==> src/rtl/ovh_pkg.sv <==
package ovh_pkg;

    localparam int AW = 8;

    localparam logic [AW-1:0] A_SEL = 8'h24;
    localparam logic [AW-1:0] A_IEN = 8'h3E;
    localparam logic [AW-1:0] A_IST = 8'h3F;
    localparam logic [AW-1:0] A_TX0 = 8'h10;
    localparam logic [AW-1:0] A_RX0 = 8'h18;

    typedef struct packed {
        logic rx;
        logic tx;
    } evt_t;

    function automatic logic bank_hit(input logic [AW-1:0] a,
                                      input logic [AW-1:0] base,
                                      input int r);
        return a == (base + AW'(r));
    endfunction

endpackage

==> src/rtl/ovh_slot_ctr.sv <==
module ovh_slot_ctr #(
    parameter int N  = 16,
    localparam int CW = $clog2(N + 1)
) (
    input  logic          clk,
    input  logic          rst,
    input  logic          frame,
    input  logic          slot,
    output logic [CW-1:0] idx,
    output logic          in_rng
);

    logic [CW-1:0] cnt_q;

    assign idx    = frame ? '0 : cnt_q;
    assign in_rng = idx < CW'(N);

    always_ff @(posedge clk) begin
        if (rst) begin
            cnt_q <= CW'(N);
        end else if (slot && in_rng) begin
            cnt_q <= idx + CW'(1);
        end
    end

endmodule

==> src/rtl/ovh_tx_ser.sv <==
module ovh_tx_ser #(
    parameter int N = 16
) (
    input  logic         clk,
    input  logic         rst,
    input  logic         frame,
    input  logic         slot,
    input  logic [N-1:0] user_word,
    output logic         latch,
    output logic         bit_out
);

    localparam int CW = $clog2(N + 1);

    logic [N-1:0]  shadow_q;
    logic [CW-1:0] idx;
    logic          in_rng;

    ovh_slot_ctr #(.N(N)) u_ctr (
        .clk    (clk),
        .rst    (rst),
        .frame  (frame),
        .slot   (slot),
        .idx    (idx),
        .in_rng (in_rng)
    );

    assign latch = slot && frame;

    always_ff @(posedge clk) begin
        if (rst) begin
            shadow_q <= '0;
            bit_out  <= 1'b0;
        end else if (slot) begin
            if (frame) begin
                shadow_q <= user_word;
                bit_out  <= user_word[0];
            end else begin
                bit_out  <= in_rng ? shadow_q[idx] : 1'b0;
            end
        end
    end

endmodule

==> src/rtl/ovh_rx_des.sv <==
module ovh_rx_des #(
    parameter int N = 16
) (
    input  logic         clk,
    input  logic         rst,
    input  logic         frame,
    input  logic         slot,
    input  logic         bit_in,
    output logic         xfer,
    output logic [N-1:0] user_word
);

    localparam int CW = $clog2(N + 1);

    logic [N-1:0]  shadow_q;
    logic [N-1:0]  shadow_d;
    logic          have_q;
    logic [CW-1:0] idx;
    logic          in_rng;

    ovh_slot_ctr #(.N(N)) u_ctr (
        .clk    (clk),
        .rst    (rst),
        .frame  (frame),
        .slot   (slot),
        .idx    (idx),
        .in_rng (in_rng)
    );

    assign xfer = slot && frame && have_q;

    always_comb begin
        shadow_d = frame ? '0 : shadow_q;
        if (in_rng) begin
            shadow_d[idx] = bit_in;
        end
    end

    always_ff @(posedge clk) begin
        if (rst) begin
            shadow_q  <= '0;
            user_word <= '0;
            have_q    <= 1'b0;
        end else if (slot) begin
            shadow_q <= shadow_d;
            if (frame) begin
                have_q <= 1'b1;
            end
            if (xfer) begin
                user_word <= shadow_q;
            end
        end
    end

endmodule

==> src/rtl/ovh_dbuf_regs.sv <==
module ovh_dbuf_regs
    import ovh_pkg::*;
#(
    parameter int              OH_BITS   = 16,
    parameter int              DW        = 8,
    parameter logic [OH_BITS-1:0] PROT_MASK = 16'h00F0,
    parameter int              IND_POS   = 5
) (
    input  logic          clk,
    input  logic          rst,
    input  logic [AW-1:0] addr,
    input  logic          wr,
    input  logic [DW-1:0] wdata,
    output logic [DW-1:0] rdata,
    output logic          irq,
    input  logic          tx_frame,
    input  logic          tx_slot,
    output logic          tx_bit,
    input  logic          rx_frame,
    input  logic          rx_slot,
    input  logic          rx_bit
);

    localparam int NREG = OH_BITS / DW;
    localparam logic [OH_BITS-1:0] IND_M    = OH_BITS'(1) << IND_POS;
    localparam logic [OH_BITS-1:0] PROT_EFF = PROT_MASK & ~IND_M;
    localparam logic [OH_BITS-1:0] WMASK    = ~PROT_EFF;

    logic [OH_BITS-1:0] tx_user_q;
    logic [OH_BITS-1:0] tx_nxt;
    logic [OH_BITS-1:0] rx_user;
    logic               sel_q;
    evt_t               ien_q;
    evt_t               ist_q;
    evt_t               ist_nxt;
    logic               tx_latch;
    logic               rx_latch;

    ovh_tx_ser #(.N(OH_BITS)) u_tx (
        .clk       (clk),
        .rst       (rst),
        .frame     (tx_frame),
        .slot      (tx_slot),
        .user_word (tx_user_q),
        .latch     (tx_latch),
        .bit_out   (tx_bit)
    );

    ovh_rx_des #(.N(OH_BITS)) u_rx (
        .clk       (clk),
        .rst       (rst),
        .frame     (rx_frame),
        .slot      (rx_slot),
        .bit_in    (rx_bit),
        .xfer      (rx_latch),
        .user_word (rx_user)
    );

    always_comb begin
        tx_nxt = tx_user_q;
        for (int r = 0; r < NREG; r++) begin
            if (wr && sel_q && bank_hit(addr, A_TX0, r)) begin
                tx_nxt[r*DW +: DW] = (tx_user_q[r*DW +: DW] & ~WMASK[r*DW +: DW])
                                   | (wdata & WMASK[r*DW +: DW]);
            end
        end
    end

    always_comb begin
        ist_nxt = ist_q;
        if (wr && addr == A_IST) begin
            ist_nxt = evt_t'(ist_q & ~wdata[1:0]);
        end
        ist_nxt.tx = ist_nxt.tx | tx_latch;
        ist_nxt.rx = ist_nxt.rx | rx_latch;
    end

    always_ff @(posedge clk) begin
        if (rst) begin
            tx_user_q <= '0;
            sel_q     <= 1'b0;
            ien_q     <= '0;
            ist_q     <= '0;
        end else begin
            tx_user_q <= tx_nxt;
            ist_q     <= ist_nxt;
            if (wr && addr == A_SEL) begin
                sel_q <= wdata[0];
            end
            if (wr && addr == A_IEN) begin
                ien_q <= evt_t'(wdata[1:0]);
            end
        end
    end

    always_comb begin
        rdata = '0;
        if (addr == A_SEL) begin
            rdata = DW'(sel_q);
        end else if (addr == A_IEN) begin
            rdata = DW'(ien_q);
        end else if (addr == A_IST) begin
            rdata = DW'(ist_q);
        end else if (sel_q) begin
            for (int r = 0; r < NREG; r++) begin
                if (bank_hit(addr, A_TX0, r)) rdata = tx_user_q[r*DW +: DW];
                if (bank_hit(addr, A_RX0, r)) rdata = rx_user[r*DW +: DW];
            end
        end
    end

    assign irq = (ist_q.tx && ien_q.tx) || (ist_q.rx && ien_q.rx);

endmodule

==> config.mk <==
export PLATFORM = sky130hd
export DESIGN_NAME = ovh_dbuf_regs
export DESIGN_NICKNAME = d
export VERILOG_FILES = /design/src/rtl/ovh_pkg.sv /design/src/rtl/ovh_slot_ctr.sv /design/src/rtl/ovh_tx_ser.sv /design/src/rtl/ovh_rx_des.sv /design/src/rtl/ovh_dbuf_regs.sv
export SDC_FILE = /design/constraint.sdc
export NUM_CORES = 1
export LEC_CHECK = 0
export BUFFER_PORTS_ARGS = -buffer_cell sky130_fd_sc_hd__buf_2
export CAP_MARGIN = 10
export CORE_ASPECT_RATIO = 0.6
export CORE_MARGIN = 4
export CORE_UTILIZATION = 45
export CTS_BUF_LIST = sky130_fd_sc_hd__clkbuf_16
export DETAILED_ROUTE_END_ITERATION = 16
export PLACE_DENSITY = 0.74
export RECOVER_POWER = 50
export SLEW_MARGIN = 20
export SYNTH_ARGS = -nofsm -noshare
export SYNTH_HDL_FRONTEND = slang
export SYNTH_HIERARCHICAL = 1
export SYNTH_SLANG_ARGS = --single-unit
==> constraint.sdc <==
create_clock -name clk -period 4.6 [get_ports clk]
set_clock_uncertainty 0.2 [all_clocks]
set_input_delay 1.38 -clock clk [delete_from_list [all_inputs] [get_ports clk]]
set_output_delay 1.38 -clock clk [all_outputs]
set_load 0.05 [all_outputs]
==> flow_summary.yaml, run 1 <==
placement:
  post-dp-hpwl_um: 6120
  dp_cells: 528
  routabilityCongestion: 0.883
  port_buffers: 33
sta:
  fmax_mhz: 232
  setup_tns_ns: 0
  setup_viol: 0
  period_minus_slack_ns: 4.31
  maxSlewViolCount: 6
  hold_violations: 0
  rsz0062_at_grt: "false"
  worst_slew_margin_rel: -0.0236
  finalCritPeriodShare: 0.937
  tightest_slew_ns: 1.52
power:
  p_leak_nw: 1.56
  peakVddDrop_v: 0.000166
  fin_total_pwr_mw: 1.38
  powerDensity_nw_per_um2: 333
grt:
  grtUsageMet2: 0.260
  grt_use_met1: 0.286
  grt_most_used_layer: "met1"
  antenna_found_initial: 0
  grt_util_met3: 0.0655
  grt_usage: 0.191
  grt_first_pass_wirelength_um: 14200
  grt_pass1_vias: 2790
  grt_max_degree: 59
  overflow: 0
synthesis:
  netlist_area_um2: 3630
  yosys_warnings: 6
  avgSynthCellArea_um2: 9.14
  synthCells: 397
layout:
  layout.nets: 455
  drive_gt1_frac: 0.186
  area_growth_pct: 13.9
  register_area_um2: 1560
  multiInputGateArea_um2: 1960
  fillCellCount: 739
  antenna-diode-count: 0
  fin_cells: 543
critical_path:
  cp_max_fo: 5
  critPathArrivalTime_ns: 2.73
  endpoint_kind: "output pin"
  setup.worst_path.class: "input port to output pin"
  slowest_stage: "nor4b_1"
  crit_chain: "clkbuf_1 -> nor4b_1 -> nand3_1 -> buf_4 -> o221ai_2 -> buf_2"
  critical_path.max_stage_delay_ns: 0.41
  critPathLaunchType: "input port"
  cp_data_required_time_ns: 3.02
detailed_routing:
  wire_per_inst_um: 15.7
  drt_wl_total_um: 8530
  drcViolationCount: 0
  drt-vias-per-instance: 5.52
  drtAntennaViolNets: 0
  firstDrtPassIters: 4
  drt-initial-drc-count: 251
  route.vias.total: 2995
min_path:
  hold_path.class: "register to register"
cts:
  cts_resized: 0
  root_buffer: "clkbuf_16"
  cts.hold.buffers_added: 0
  cts_max_level: 3
  path_clk_slew_ns: 0.05
  clock-sinks: 78
  numCtsBuffers: 9
  cts_tree: "done"
  clock_latency_ns: 0.34
  cts_buffer_depth: 2
  postCtsSetupRepairBufs: 0
floorplanning:
  die_y_um: 77.6
  die_x_um: 124
  num_rows: 25
  ios: 34
  initial_core_util: 0.462
  core_area_um2: 7850
  die_area_um2: 9610
run_status:
  outcome: "finished, violations left"
  violations: "capacitance limit, slew limit"
run:
  cap_violations: 1
[per-stage QoR]
| stage | area (um2) | hold WS (ns) | utilization | setup WS (ns) |
|---|---|---|---|---|
| finish | 4130 | 0.251 | 0.526 | 0.291 |
| global placement | 3920 | 0.238 | 0.499 | 0.372 |
| CTS | 4170 | 0.254 | 0.531 | 0.298 |
| global route | 4130 | 0.270 | 0.526 | 0.233 |
| detailed placement | 3920 | 0.246 | 0.499 | 0.310 |
| floorplan | 3660 | 0.232 | - | 0.100 |
[flip-flops by register name (all words and copies together), names as in the netlist]
signal,flops
u_rx/shadow_q,16
u_rx/user_word,16
u_tx/shadow_q,16
tx_user_q,13
u_rx/u_ctr/cnt_q,5
u_tx/u_ctr/cnt_q,5
ien_q,2
ist_q,2
sel_q,1
u_rx/have_q,1
u_tx/bit_out,1
[path summary, 6_finish.rpt]
kind	start	to	depth (start not counted)	slack (ns)
worst min-delay path	u_tx/shadow_q[4]	u_tx/shadow_q[4]	2	0.25
worst max-delay path	addr[1]	rdata[0]	6	0.29
worst max register to register	sel_q	tx_user_q[1]	4	1.81
worst min register to register	u_tx/shadow_q[4]	u_tx/shadow_q[4]	2	0.25
[layout make-up]
class | instances | share of cell area
Sequential cell | 78 | 0.378
Clock buffer | 9 | 0.0545
Clock inverter | 6 | 0.00575
Tap cell | 108 | 0.0327
Inverter | 8 | 0.00757
Timing Repair Buffer | 38 | 0.0472
Multi-Input combinational cell | 296 | 0.474
[placed cells by master, fill, tap and decap left out, types with 3 or more instances in the layout]
master     count
conb_1         3
buf_4          5
a22oi_1        3
o21ai_0        4
and2b_2        6
dfxtp_1       78
inv_1          9
clkinv_1       3
nand3_1        9
mux4_2         5
clkbuf_1       6
nor2_1        19
nor2b_1        3
buf_2         27
mux2i_1       32
nand2_1       97
mux2_2         3
clkbuf_16      9
nand2b_1       9
nor2_2         3
a21oi_1       42
nand4b_1       4
nor3_1         4
mux4_1         4
[routing by layer]
metal / part of all wire / up-vias
met1: 0.51 / 1441
met4: 0.0096 / 0
met5: 0 / -
met2: 0.42 / 93
met3: 0.065 / 8
li1: - / 1453
[worst max-delay path, delay by kind of cell]
family	cells	cell delay [ns]
AO/OA/AOI/OAI	1	0.18
AND/OR/NAND/NOR	2	0.59
buffers and inverters	3	0.59
[power breakdown]
group	switching, mW	total (mW)	internal (mW)
Sequential	0.00647	0.689	0.682
Clock	0.258	0.609	0.351
Combinational	0.0505	0.0776	0.0271
(Power assumes the default switching activity.)
==> run 2: changes to the inputs <==
--- a/config.mk
+++ b/config.mk
@@ -8,7 +8,7 @@
 export BUFFER_PORTS_ARGS = -buffer_cell sky130_fd_sc_hd__buf_2
 export CAP_MARGIN = 10
 export CORE_ASPECT_RATIO = 0.6
-export CORE_MARGIN = 4
+export CORE_MARGIN = 2
 export CORE_UTILIZATION = 45
 export CTS_BUF_LIST = sky130_fd_sc_hd__clkbuf_16
 export DETAILED_ROUTE_END_ITERATION = 16
==> flow_summary.yaml, run 2 (synthesis results as in run 1) <==
run_status:
  outcome: "finished, violations left"
  violations: "capacitance limit, slew limit"
cts:
  postCtsSetupRepairBufs: 0
  cts_resized: 0
  path_clk_slew_ns: 0.05
  clock-sinks: 78
  clock_latency_ns: 0.34
  cts_buffer_depth: 2
  cts_max_level: 3
  root_buffer: "clkbuf_16"
  numCtsBuffers: 9
  cts.hold.buffers_added: 0
  cts_tree: "done"
power:
  peakVddDrop_v: 0.000170
  p_leak_nw: 1.58
  powerDensity_nw_per_um2: 333
critical_path:
  slowest_stage: "nor4b_1"
  critPathArrivalTime_ns: 2.79
  cp_max_fo: 5
  crit_chain: "buf_2 -> nor4b_1 -> nand3_1 -> buf_4 -> nor2_2 -> buf_2"
  cp_common_cell: "buf_2"
  setup.worst_path.class: "input port to output pin"
  cp_data_required_time_ns: 3.02
  endpoint_kind: "output pin"
  critical_path.max_stage_delay_ns: 0.37
  critPathLaunchType: "input port"
detailed_routing:
  drt-vias-per-instance: 5.45
  drt-initial-drc-count: 180
  drcViolationCount: 0
  drtAntennaViolNets: 0
  drt_wl_total_um: 8330
  wire_per_inst_um: 15.4
  firstDrtPassIters: 4
  route.vias.total: 2953
sta:
  hold_violations: 0
  period_minus_slack_ns: 4.37
  tightest_slew_ns: 2.15
  maxSlewViolCount: 51
  setup_viol: 0
  finalCritPeriodShare: 0.950
  worst_slew_margin_rel: -0.434
  rsz0062_at_grt: "false"
  setup_tns_ns: 0
  fmax_mhz: 229
layout:
  postLayoutCoreUtil: 0.527
  drive_gt1_frac: 0.189
  antenna-diode-count: 0
  final_cell_mix: "nand2_1 (97), dfxtp_1 (78), a21oi_1 (42)"
  area_growth_pct: 14.1
  layout_commonest_cell: "nand2_1"
  reg_top3: "u_rx/shadow_q x16, u_rx/user_word x16, u_tx/shadow_q x16"
  final_area_um2: 4140
  fillCellCount: 745
  layout.nets: 453
placement:
  post-dp-hpwl_um: 5750
  place_area_um2: 3900
  port_buffers: 33
  routabilityCongestion: 0.845
floorplanning:
  ios: 34
  die_area_um2: 8820
  die_y_um: 73.6
  core_area_um2: 7850
  die_x_um: 120
  num_rows: 25
  initial_core_util: 0.462
grt:
  grt_usage: 0.196
  grt_max_degree: 51
  grt_pass1_vias: 2620
  antenna_found_initial: 0
  overflow: 0
  grt_first_pass_wirelength_um: 13200
min_path:
  hold_path.class: "register to register"
run:
  cap_violations: 1
run 2: area by class of cell:
cell class	count	area [um2]	share of cell area
tap	108	135	0.0326
sequential	78	1560	0.377
timing repair buffer	36	179	0.0432
inverter	8	31.3	0.00756
clock buffer	9	225	0.0544
clock inverter	7	27.5	0.00665
multi-input combinational	296	1980	0.478
run 2: report_power, final:
part	total (mW)	internal, mW	switching [mW]
Clock	0.610	0.352	0.258
Combinational	0.0782	0.0265	0.0516
Sequential	0.689	0.682	0.00625
Total	1.38	1.06	0.316
run 2: worst paths after layout:
| kind | start | endpoint | slack, ns | depth (start not counted) |
|---|---|---|---|---|
| setup / recovery | addr[1] | rdata[6] | 0.23 | 6 |
| hold / removal | u_tx/shadow_q[15] | u_tx/shadow_q[15] | 0.25 | 2 |
| setup reg to reg | sel_q | tx_user_q[11] | 2.19 | 4 |
| hold reg to reg | u_tx/shadow_q[15] | u_tx/shadow_q[15] | 0.25 | 2 |
run 2: metrics by stage:
stage	power (mW)	hold slack (ns)	setup slack (ns)	std cells
final	1.38	0.252	0.229	542
after global routing	1.43	0.268	0.143	542
after CTS	1.39	0.251	0.218	542
after detailed placement	0.781	0.244	0.229	526
after global placement	0.779	0.240	0.267	526
after floorplan	0.753	0.232	0.100	399
run 2: layer usage:
| metal | vias to the layer above | share of wire | global-route usage |
|---|---|---|---|
| met5 | - | 0 | 0 |
| met4 | 0 | 0.0097 | 0.0575 |
| met3 | 7 | 0.068 | 0.0675 |
| met2 | 77 | 0.42 | 0.270 |
| met1 | 1410 | 0.50 | 0.288 |
| li1 | 1459 | - | - |
run 2: critical path: cells and delay by family:
kind                   cells  cell delay (ns)
AND/OR/NAND/NOR            3             0.77
buffers and inverters      3             0.64
